`src/rtl/uart_rx_pkg.sv`:
```
// Package: shared types of the serial receiver.
// Assumes: nothing beyond IEEE 1800-2017.
package uart_rx_pkg;

    // Receive sequencer states.
    typedef enum logic [1:0] {
        ST_IDLE  = 2'd0,
        ST_START = 2'd1,
        ST_DATA  = 2'd2,
        ST_STOP  = 2'd3
    } rx_state_e;

endpackage

```
`src/rtl/rx_baud_gen.sv`:
```
// Module: rx_baud_gen
// Produces a one-cycle oversampling tick every (reload+1)*S clocks, where
// S is 1 or PRE_DIV as chosen by div_sel_i.
// Assumes: PRE_DIV is a power of two; restart_i reloads both counters so the
// first tick comes one full period after restart.
module rx_baud_gen #(
    parameter int RELOAD_W = 8,
    parameter int PRE_DIV  = 8
) (
    input  logic                clk,
    input  logic                rst_n,
    input  logic                restart_i,
    input  logic [RELOAD_W-1:0] reload_i,
    input  logic                div_sel_i,
    output logic                tick_o
);
    localparam int PRE_W = (PRE_DIV > 1) ? $clog2(PRE_DIV) : 1;

    logic [PRE_W-1:0]    pre_cnt;
    logic [RELOAD_W-1:0] rl_cnt;
    logic                pre_tick;

    // Count-source enable: every clock, or once per PRE_DIV clocks.
    always_comb begin
        pre_tick = div_sel_i ? (pre_cnt == PRE_W'(PRE_DIV - 1)) : 1'b1;
        tick_o   = pre_tick && (rl_cnt == '0);
    end

    // Prescaler and reload down-counter.
    always_ff @(posedge clk) begin
        if (!rst_n) begin
            pre_cnt <= '0;
            rl_cnt  <= '0;
        end else if (restart_i) begin
            pre_cnt <= '0;
            rl_cnt  <= reload_i;
        end else begin
            pre_cnt <= pre_cnt + PRE_W'(1);
            if (pre_tick) begin
                rl_cnt <= (rl_cnt == '0) ? reload_i : rl_cnt - RELOAD_W'(1);
            end
        end
    end
endmodule

```
`src/rtl/rx_sync_edge.sv`:
```
// Module: rx_sync_edge
// Brings the serial line into the clock domain with two flops and flags a
// high-to-low transition of the synchronised line.
// Assumes: the line idles high; reset values are high so no false edge.
module rx_sync_edge (
    input  logic clk,
    input  logic rst_n,
    input  logic line_i,
    output logic line_o,
    output logic fall_o
);
    logic meta_q, sync_q, prev_q;

    // Two-stage synchroniser followed by a history flop.
    always_ff @(posedge clk) begin
        if (!rst_n) begin
            meta_q <= 1'b1;
            sync_q <= 1'b1;
            prev_q <= 1'b1;
        end else begin
            meta_q <= line_i;
            sync_q <= meta_q;
            prev_q <= sync_q;
        end
    end

    // Edge flag and synchronised level.
    always_comb begin
        line_o = sync_q;
        fall_o = prev_q && !sync_q;
    end
endmodule

```
`src/rtl/rx_frame_fsm.sv`:
```
// Module: rx_frame_fsm
// Sequences one frame: start recheck at mid-bit, DATA_W data bits taken
// least significant first, then the stop bit. It pulses done_o on the stop
// sample, together with the sampled stop level.
// Assumes: OSR is a power of two so the tick counter wraps on its own.
module rx_frame_fsm
    import uart_rx_pkg::*;
#(
    parameter int DATA_W = 8,
    parameter int OSR    = 16
) (
    input  logic              clk,
    input  logic              rst_n,
    input  logic              en_i,
    input  logic              rx_i,
    input  logic              fall_i,
    input  logic              tick_i,
    output logic              restart_o,
    output logic              busy_o,
    output logic              done_o,
    output logic              stop_bit_o,
    output logic [DATA_W-1:0] data_o
);
    localparam int CNT_W = $clog2(OSR);
    localparam int MID   = OSR / 2 - 1;
    localparam int LAST  = OSR - 1;
    localparam int IDX_W = (DATA_W > 1) ? $clog2(DATA_W) : 1;

    rx_state_e         state;
    logic [CNT_W-1:0]  tick_cnt;
    logic [IDX_W-1:0]  bit_idx;
    logic [DATA_W-1:0] shreg;
    logic              mid_hit, end_hit;

    // Decode of sample points and frame events.
    always_comb begin
        mid_hit    = tick_i && (tick_cnt == CNT_W'(MID));
        end_hit    = tick_i && (tick_cnt == CNT_W'(LAST));
        restart_o  = en_i && (state == ST_IDLE) && fall_i;
        busy_o     = (state != ST_IDLE);
        done_o     = en_i && (state == ST_STOP) && end_hit;
        stop_bit_o = rx_i;
        data_o     = shreg;
    end

    // Frame sequencer, tick counter and shift register.
    always_ff @(posedge clk) begin
        if (!rst_n) begin
            state    <= ST_IDLE;
            tick_cnt <= '0;
            bit_idx  <= '0;
            shreg    <= '0;
        end else if (!en_i) begin
            state <= ST_IDLE;
        end else begin
            case (state)
                ST_IDLE: begin
                    if (fall_i) begin
                        state    <= ST_START;
                        tick_cnt <= '0;
                    end
                end
                ST_START: begin
                    if (mid_hit) begin
                        if (rx_i) begin
                            state <= ST_IDLE;
                        end else begin
                            state    <= ST_DATA;
                            tick_cnt <= '0;
                            bit_idx  <= '0;
                        end
                    end else if (tick_i) begin
                        tick_cnt <= tick_cnt + CNT_W'(1);
                    end
                end
                ST_DATA: begin
                    if (tick_i) begin
                        tick_cnt <= tick_cnt + CNT_W'(1);
                    end
                    if (end_hit) begin
                        shreg   <= {rx_i, shreg[DATA_W-1:1]};
                        bit_idx <= bit_idx + IDX_W'(1);
                        if (bit_idx == IDX_W'(DATA_W - 1)) begin
                            state <= ST_STOP;
                        end
                    end
                end
                default: begin
                    if (tick_i) begin
                        tick_cnt <= tick_cnt + CNT_W'(1);
                    end
                    if (end_hit) begin
                        state <= ST_IDLE;
                    end
                end
            endcase
        end
    end
endmodule

```
`src/rtl/rx_buffer_flags.sv`:
```
// Module: rx_buffer_flags
// Holds the receive buffer and its full, interrupt, framing and overrun
// flags.
// Assumes: a completion in the same cycle as a read or an acknowledge wins.
module rx_buffer_flags #(
    parameter int DATA_W = 8
) (
    input  logic              clk,
    input  logic              rst_n,
    input  logic              done_i,
    input  logic              stop_bit_i,
    input  logic [DATA_W-1:0] data_i,
    input  logic              rd_i,
    input  logic              ack_i,
    output logic [DATA_W-1:0] data_o,
    output logic              full_o,
    output logic              irq_o,
    output logic              ferr_o,
    output logic              ovr_o
);
    // Buffer load on completion; clears on read and acknowledge.
    always_ff @(posedge clk) begin
        if (!rst_n) begin
            data_o <= '0;
            full_o <= 1'b0;
            irq_o  <= 1'b0;
            ferr_o <= 1'b0;
            ovr_o  <= 1'b0;
        end else if (done_i) begin
            data_o <= data_i;
            full_o <= 1'b1;
            irq_o  <= 1'b1;
            ferr_o <= !stop_bit_i;
            ovr_o  <= ovr_o || full_o;
        end else begin
            if (rd_i) begin
                full_o <= 1'b0;
                ferr_o <= 1'b0;
                ovr_o  <= 1'b0;
            end
            if (ack_i) begin
                irq_o <= 1'b0;
            end
        end
    end
endmodule

```
`src/rtl/uart_rx_rts.sv`:
```
// Module: uart_rx_rts (top)
// Asynchronous receiver: synchroniser, baud generator, frame sequencer and
// receive buffer. rts_o signals not-ready while a frame is in progress or an
// unread byte is held.
// Assumes: 8N1 frames; all control inputs are synchronous to clk.
module uart_rx_rts #(
    parameter int RELOAD_W = 8,
    parameter int PRE_DIV  = 8,
    parameter int OSR      = 16,
    parameter int DATA_W   = 8
) (
    input  logic                clk,
    input  logic                rst_n,
    input  logic                rxd_i,
    input  logic [RELOAD_W-1:0] reload_i,
    input  logic                src_div8_i,
    input  logic                rx_en_i,
    input  logic                buf_rd_i,
    input  logic                irq_ack_i,
    output logic [DATA_W-1:0]   rx_data_o,
    output logic                rx_full_o,
    output logic                irq_o,
    output logic                rts_o,
    output logic                frame_err_o,
    output logic                overrun_o
);
    logic              line_s, fall_s, tick, restart;
    logic              busy, done, stop_bit;
    logic [DATA_W-1:0] shift_data;

    rx_sync_edge u_sync (
        .clk    (clk),
        .rst_n  (rst_n),
        .line_i (rxd_i),
        .line_o (line_s),
        .fall_o (fall_s)
    );

    rx_baud_gen #(.RELOAD_W(RELOAD_W), .PRE_DIV(PRE_DIV)) u_baud (
        .clk       (clk),
        .rst_n     (rst_n),
        .restart_i (restart),
        .reload_i  (reload_i),
        .div_sel_i (src_div8_i),
        .tick_o    (tick)
    );

    rx_frame_fsm #(.DATA_W(DATA_W), .OSR(OSR)) u_fsm (
        .clk        (clk),
        .rst_n      (rst_n),
        .en_i       (rx_en_i),
        .rx_i       (line_s),
        .fall_i     (fall_s),
        .tick_i     (tick),
        .restart_o  (restart),
        .busy_o     (busy),
        .done_o     (done),
        .stop_bit_o (stop_bit),
        .data_o     (shift_data)
    );

    rx_buffer_flags #(.DATA_W(DATA_W)) u_buf (
        .clk        (clk),
        .rst_n      (rst_n),
        .done_i     (done),
        .stop_bit_i (stop_bit),
        .data_i     (shift_data),
        .rd_i       (buf_rd_i),
        .ack_i      (irq_ack_i),
        .data_o     (rx_data_o),
        .full_o     (rx_full_o),
        .irq_o      (irq_o),
        .ferr_o     (frame_err_o),
        .ovr_o      (overrun_o)
    );

    // Flow control: not ready while receiving or holding an unread byte.
    always_comb rts_o = busy || rx_full_o;
endmodule

```
`config.mk`:
```
export PLATFORM = sky130hd
export DESIGN_NAME = uart_rx_rts
export DESIGN_NICKNAME = d
export VERILOG_FILES = /design/src/rtl/uart_rx_pkg.sv /design/src/rtl/rx_baud_gen.sv /design/src/rtl/rx_sync_edge.sv /design/src/rtl/rx_frame_fsm.sv /design/src/rtl/rx_buffer_flags.sv /design/src/rtl/uart_rx_rts.sv
export SDC_FILE = /design/constraint.sdc
export NUM_CORES = 1
export LEC_CHECK = 0
export BUFFER_PORTS_ARGS = -buffer_cell sky130_fd_sc_hd__buf_2
export CAP_MARGIN = 0
export CORE_UTILIZATION = 45
export CTS_BUF_LIST = sky130_fd_sc_hd__clkbuf_8
export CTS_CLUSTER_DIAMETER = 100
export DETAILED_ROUTE_END_ITERATION = 8
export PLACE_DENSITY = 0.67
export SLEW_MARGIN = 10
export SYNTH_ARGS = -nofsm -noshare
export SYNTH_HDL_FRONTEND = slang
export SYNTH_SLANG_ARGS = --single-unit
```
`constraint.sdc`:
```
create_clock -name clk -period 5.85 [get_ports clk]
set_input_delay 0.8775 -clock clk [delete_from_list [all_inputs] [get_ports clk]]
set_output_delay 0.8775 -clock clk [all_outputs]
set_load 0.005 [all_outputs]
```
==> results.json <==
{
  "syn-num-nets": 257,
  "final_hold_viol_count": 0,
  "drtPass1Iterations": 4,
  "p_seq_share_pct": 43.8,
  "grt_max_degree": 41,
  "drc": 0,
  "portBuffers": 27,
  "r2r_slack_ns": 3.41,
  "dp_cells": 301,
  "worstSkewPairLatency_ns": 0.29,
  "fin_skew_ns": 0.00436,
  "syn_area_per_cell_sq_um": 8.93,
  "layout-drive-gt1-share_pct": 17.9,
  "ys_seq_elements": 43,
  "antenna_found_initial": 0,
  "setup_viol": 0,
  "ios": 28,
  "grt_usage_pct": 17.7,
  "clock-sinks": 43,
  "maxSlewHeadroom_pct": 41.7,
  "worstSetupEndpointType": "register",
  "drt_iter0_markers": 114,
  "worstSetupStartpointType": "primary input",
  "dieArea_sq_um": 4960,
  "postRouteAntennaNets": 0,
  "cts_root_buf": "clkbuf_8",
  "fmax_mhz": 408,
  "power_frac_comb_pct": 33.0,
  "wl_mm": 4.07,
  "holdBufCountCts": 0,
  "post-cts-setup-buffers": 0,
  "final_nets": 277,
  "reg2reg_to": "u_baud.rl_cnt[7]$_SDFFE_PN0P_",
  "cp_max_fo": 12,
  "initial_core_util_pct": 47.8,
  "grt_pass1_vias": 1583,
  "synth_area_sq_um": 2110,
  "rr_worst_depth": 5,
  "internal_power_mw": 0.511,
  "power.leakage_nw": 0.894,
  "design_area_sq_um": 2290,
  "syn_to_final_growth_pct": 8.61,
  "worst_slack_ns": 3.40,
  "synth_cells": 236,
  "coreArea_sq_um": 4410,
  "hold_path_class": "register to register",
  "total_power_mw": 0.797,
  "path_class": "primary input to register",
  "maxSlewViolCount": 0,
  "reg2reg_from": "u_fsm.state[0]$_SDFFE_PN0P_",
  "synth_top_area_cell": "dfxtp_1",
  "outcome": "finished clean",
  "antenna_cells": 0,
  "fin_hold_ws_ns": 0.415,
  "clk_pin_slew_worst_paths_ns": 0.08,
  "cts_made_buffers": 5,
  "timing.final.crit_period_ns": 2.45,
  "async_reset_ff_share_pct": 0,
  "worstHoldEndpoint": "u_sync.line_o$_SDFF_PN1_",
  "rsz0062_at_grt": "no",
  "worst_ep_arrival_time_ns": 2.64,
  "switchingPower_mw": 0.286,
  "die_y_um": 70.4,
  "die_w_um": 70.4,
  "rows": 24,
  "ys_types": 47,
  "drt-wirelength-per-cell_um": 13.2,
  "powerDensity_nw_per_um2": 348,
  "synthTopCellsByArea": "dfxtp_1 41%, nand2_1 6.2%, mux2i_1 5.2%",
  "pre_cts_ws_ns": 3.09,
  "clock_path_buffers": 2,
  "clkPwrFrac_pct": 23.2,
  "detailed_place_hpwl_mm": 2.86,
  "h-tree-depth": 2,
  "period_share_pct": 41.9,
  "cts.repair.resized": 0,
  "hold_depth": 1,
  "dpl_cell_area_sq_um": 2200,
  "final_cell_count_no_fill": 309,
  "worstHoldStart": "u_sync.meta_q$_SDFF_PN1_",
  "post-route-util_pct": 51.9,
  "ir_drop_mv": 0.300,
  "routed_via_density": 5.48,
  "cts_tree": "yes",
  "cp-startpoint": "src_div8_i",
  "overflow": 0,
  "seq_area_frac_synth_pct": 40.8,
  "place_congestion": 0.862,
  "synth_edf_count": 0,
  "swShare_pct": 35.9,
  "max_cap_violations": 0,
  "tightest_slew_ns": 0.863,
  "yosysWarnings": 0,
  "fin_tns_setup_ns": 0,
  "crit_required_ns": 6.04,
  "yosysTopAreaCellShare_pct": 40.8,
  "via_count": 1694,
  "synth-main-ff-cell": "dfxtp_1",
  "grt_pass1_wl_mm": 7.09
}
==> cell usage in the layout, fill, tap and decap left out, drive strengths merged, types with 2 or more instances in the layout <==
| cell type | netlist | routed |
|---|---|---|
| dfxtp | 43 | 43 |
| nand2 | 35 | 35 |
| buf | 9 | 27 |
| nor2b | 15 | 15 |
| a21oi | 12 | 12 |
| a21boi | 12 | 12 |
| mux2i | 11 | 11 |
| inv | 8 | 9 |
| nor2 | 7 | 7 |
| nor3 | 6 | 6 |
| ha | 6 | 6 |
| and3 | 6 | 6 |
| nand2b | 5 | 5 |
| o22ai | 5 | 5 |
| o21ai | 5 | 5 |
| clkbuf | 5 | 5 |
| nand4 | 4 | 4 |
| nand3 | 4 | 4 |
| a31oi | 3 | 3 |
| o31ai | 3 | 3 |
| o21a | 3 | 3 |
| nor4 | 3 | 3 |
| or3 | 2 | 2 |
| a32oi | 2 | 2 |
| nor3b | 2 | 2 |
| a211oi | 2 | 2 |
| a311oi | 2 | 2 |
| mux2 | 2 | 2 |
| o41ai | 2 | 2 |
==> synth_stat cells, types with 6 or more instances <==
cell	instances
a21oi_1	12
nor3_1	6
nor2_1	7
a21boi_1	9
nand2_1	35
nor2b_1	15
dfxtp_1	43
mux2i_1	11
inv_1	8
ha_1	6
==> registers in the layout, indices dropped and copies added, names as in the netlist <==
signal and count:
u_buf.ferr_o 1, u_sync.prev_q 1, u_fsm.data_o 8, u_fsm.bit_idx 3, u_sync.meta_q 1, u_buf.data_o 8, u_buf.ovr_o 1, u_fsm.state 2
u_baud.pre_cnt 3, u_sync.line_o 1, u_buf.irq_o 1, u_buf.full_o 1, u_baud.rl_cnt 8, u_fsm.tick_cnt 4
==> worst max-delay path by stage <==
stage / end / slack [ns]
floorplan: u_fsm.data_o[7]$_SDFFE_PN0P_ / 3.52
global placement: u_buf.ferr_o$_SDFFE_PN0P_ / 3.14
detailed placement: u_buf.ferr_o$_SDFFE_PN0P_ / 3.09
CTS: u_buf.ferr_o$_SDFFE_PN0P_ / 3.40
global route: u_baud.rl_cnt[7]$_SDFFE_PN0P_ / 3.16
finish: u_buf.ferr_o$_SDFFE_PN0P_ / 3.40
==> cell type report <==
| type | count | area (sq um) |
|---|---|---|
| fill | 450 | 2120 |
| multi-input combinational | 171 | 1110 |
| sequential | 43 | 861 |
| timing repair buffer | 27 | 135 |
| clock buffer | 5 | 68.8 |
| tap | 52 | 65.1 |
| inverter | 8 | 30.0 |
| clock inverter | 3 | 16.3 |
==> power groups by stage <==
| stage | Combinational, mW | Sequential (mW) | Clock [mW] |
|---|---|---|---|
| finish | 0.263 | 0.349 | 0.185 |
| global route | 0.299 | 0.354 | 0.202 |
| detailed placement | 0.259 | 0.355 | 0 |
| CTS | 0.259 | 0.349 | 0.189 |
| floorplan | 0.220 | 0.348 | 0 |
| global placement | 0.257 | 0.356 | 0 |
==> routing by layer <==
| metal | up-vias | wire length, um | global-route usage, % |
|---|---|---|---|
| met5 | - | 0 | 0 |
| met4 | 0 | 45 | 6.00 |
| met3 | 5 | 140 | 3.46 |
| met2 | 35 | 1770 | 27.5 |
| met1 | 777 | 2110 | 24.4 |
| li1 | 877 | - | - |
==> critical path, stage by stage <==
cell and delay, ns:
buf_2 0.10, and2b_2 0.25, nor4_4 0.48, nand3_1 0.42, and3_1 0.34, o21a_1 0.17
==> cells by family (layout without fill, tap and decap cells) <==
kind of cell	after synthesis	count (layout)	synth area share, %
AOI/OAI and AO/OA	54	54	17.3
DFF	43	43	40.8
adders and majority gates	6	6	3.56
buffers and inverters	22	43	6.35
muxes	13	13	6.29
and+or+nand+nor	98	98	25.6
Power figures use the tool's default switching activity.
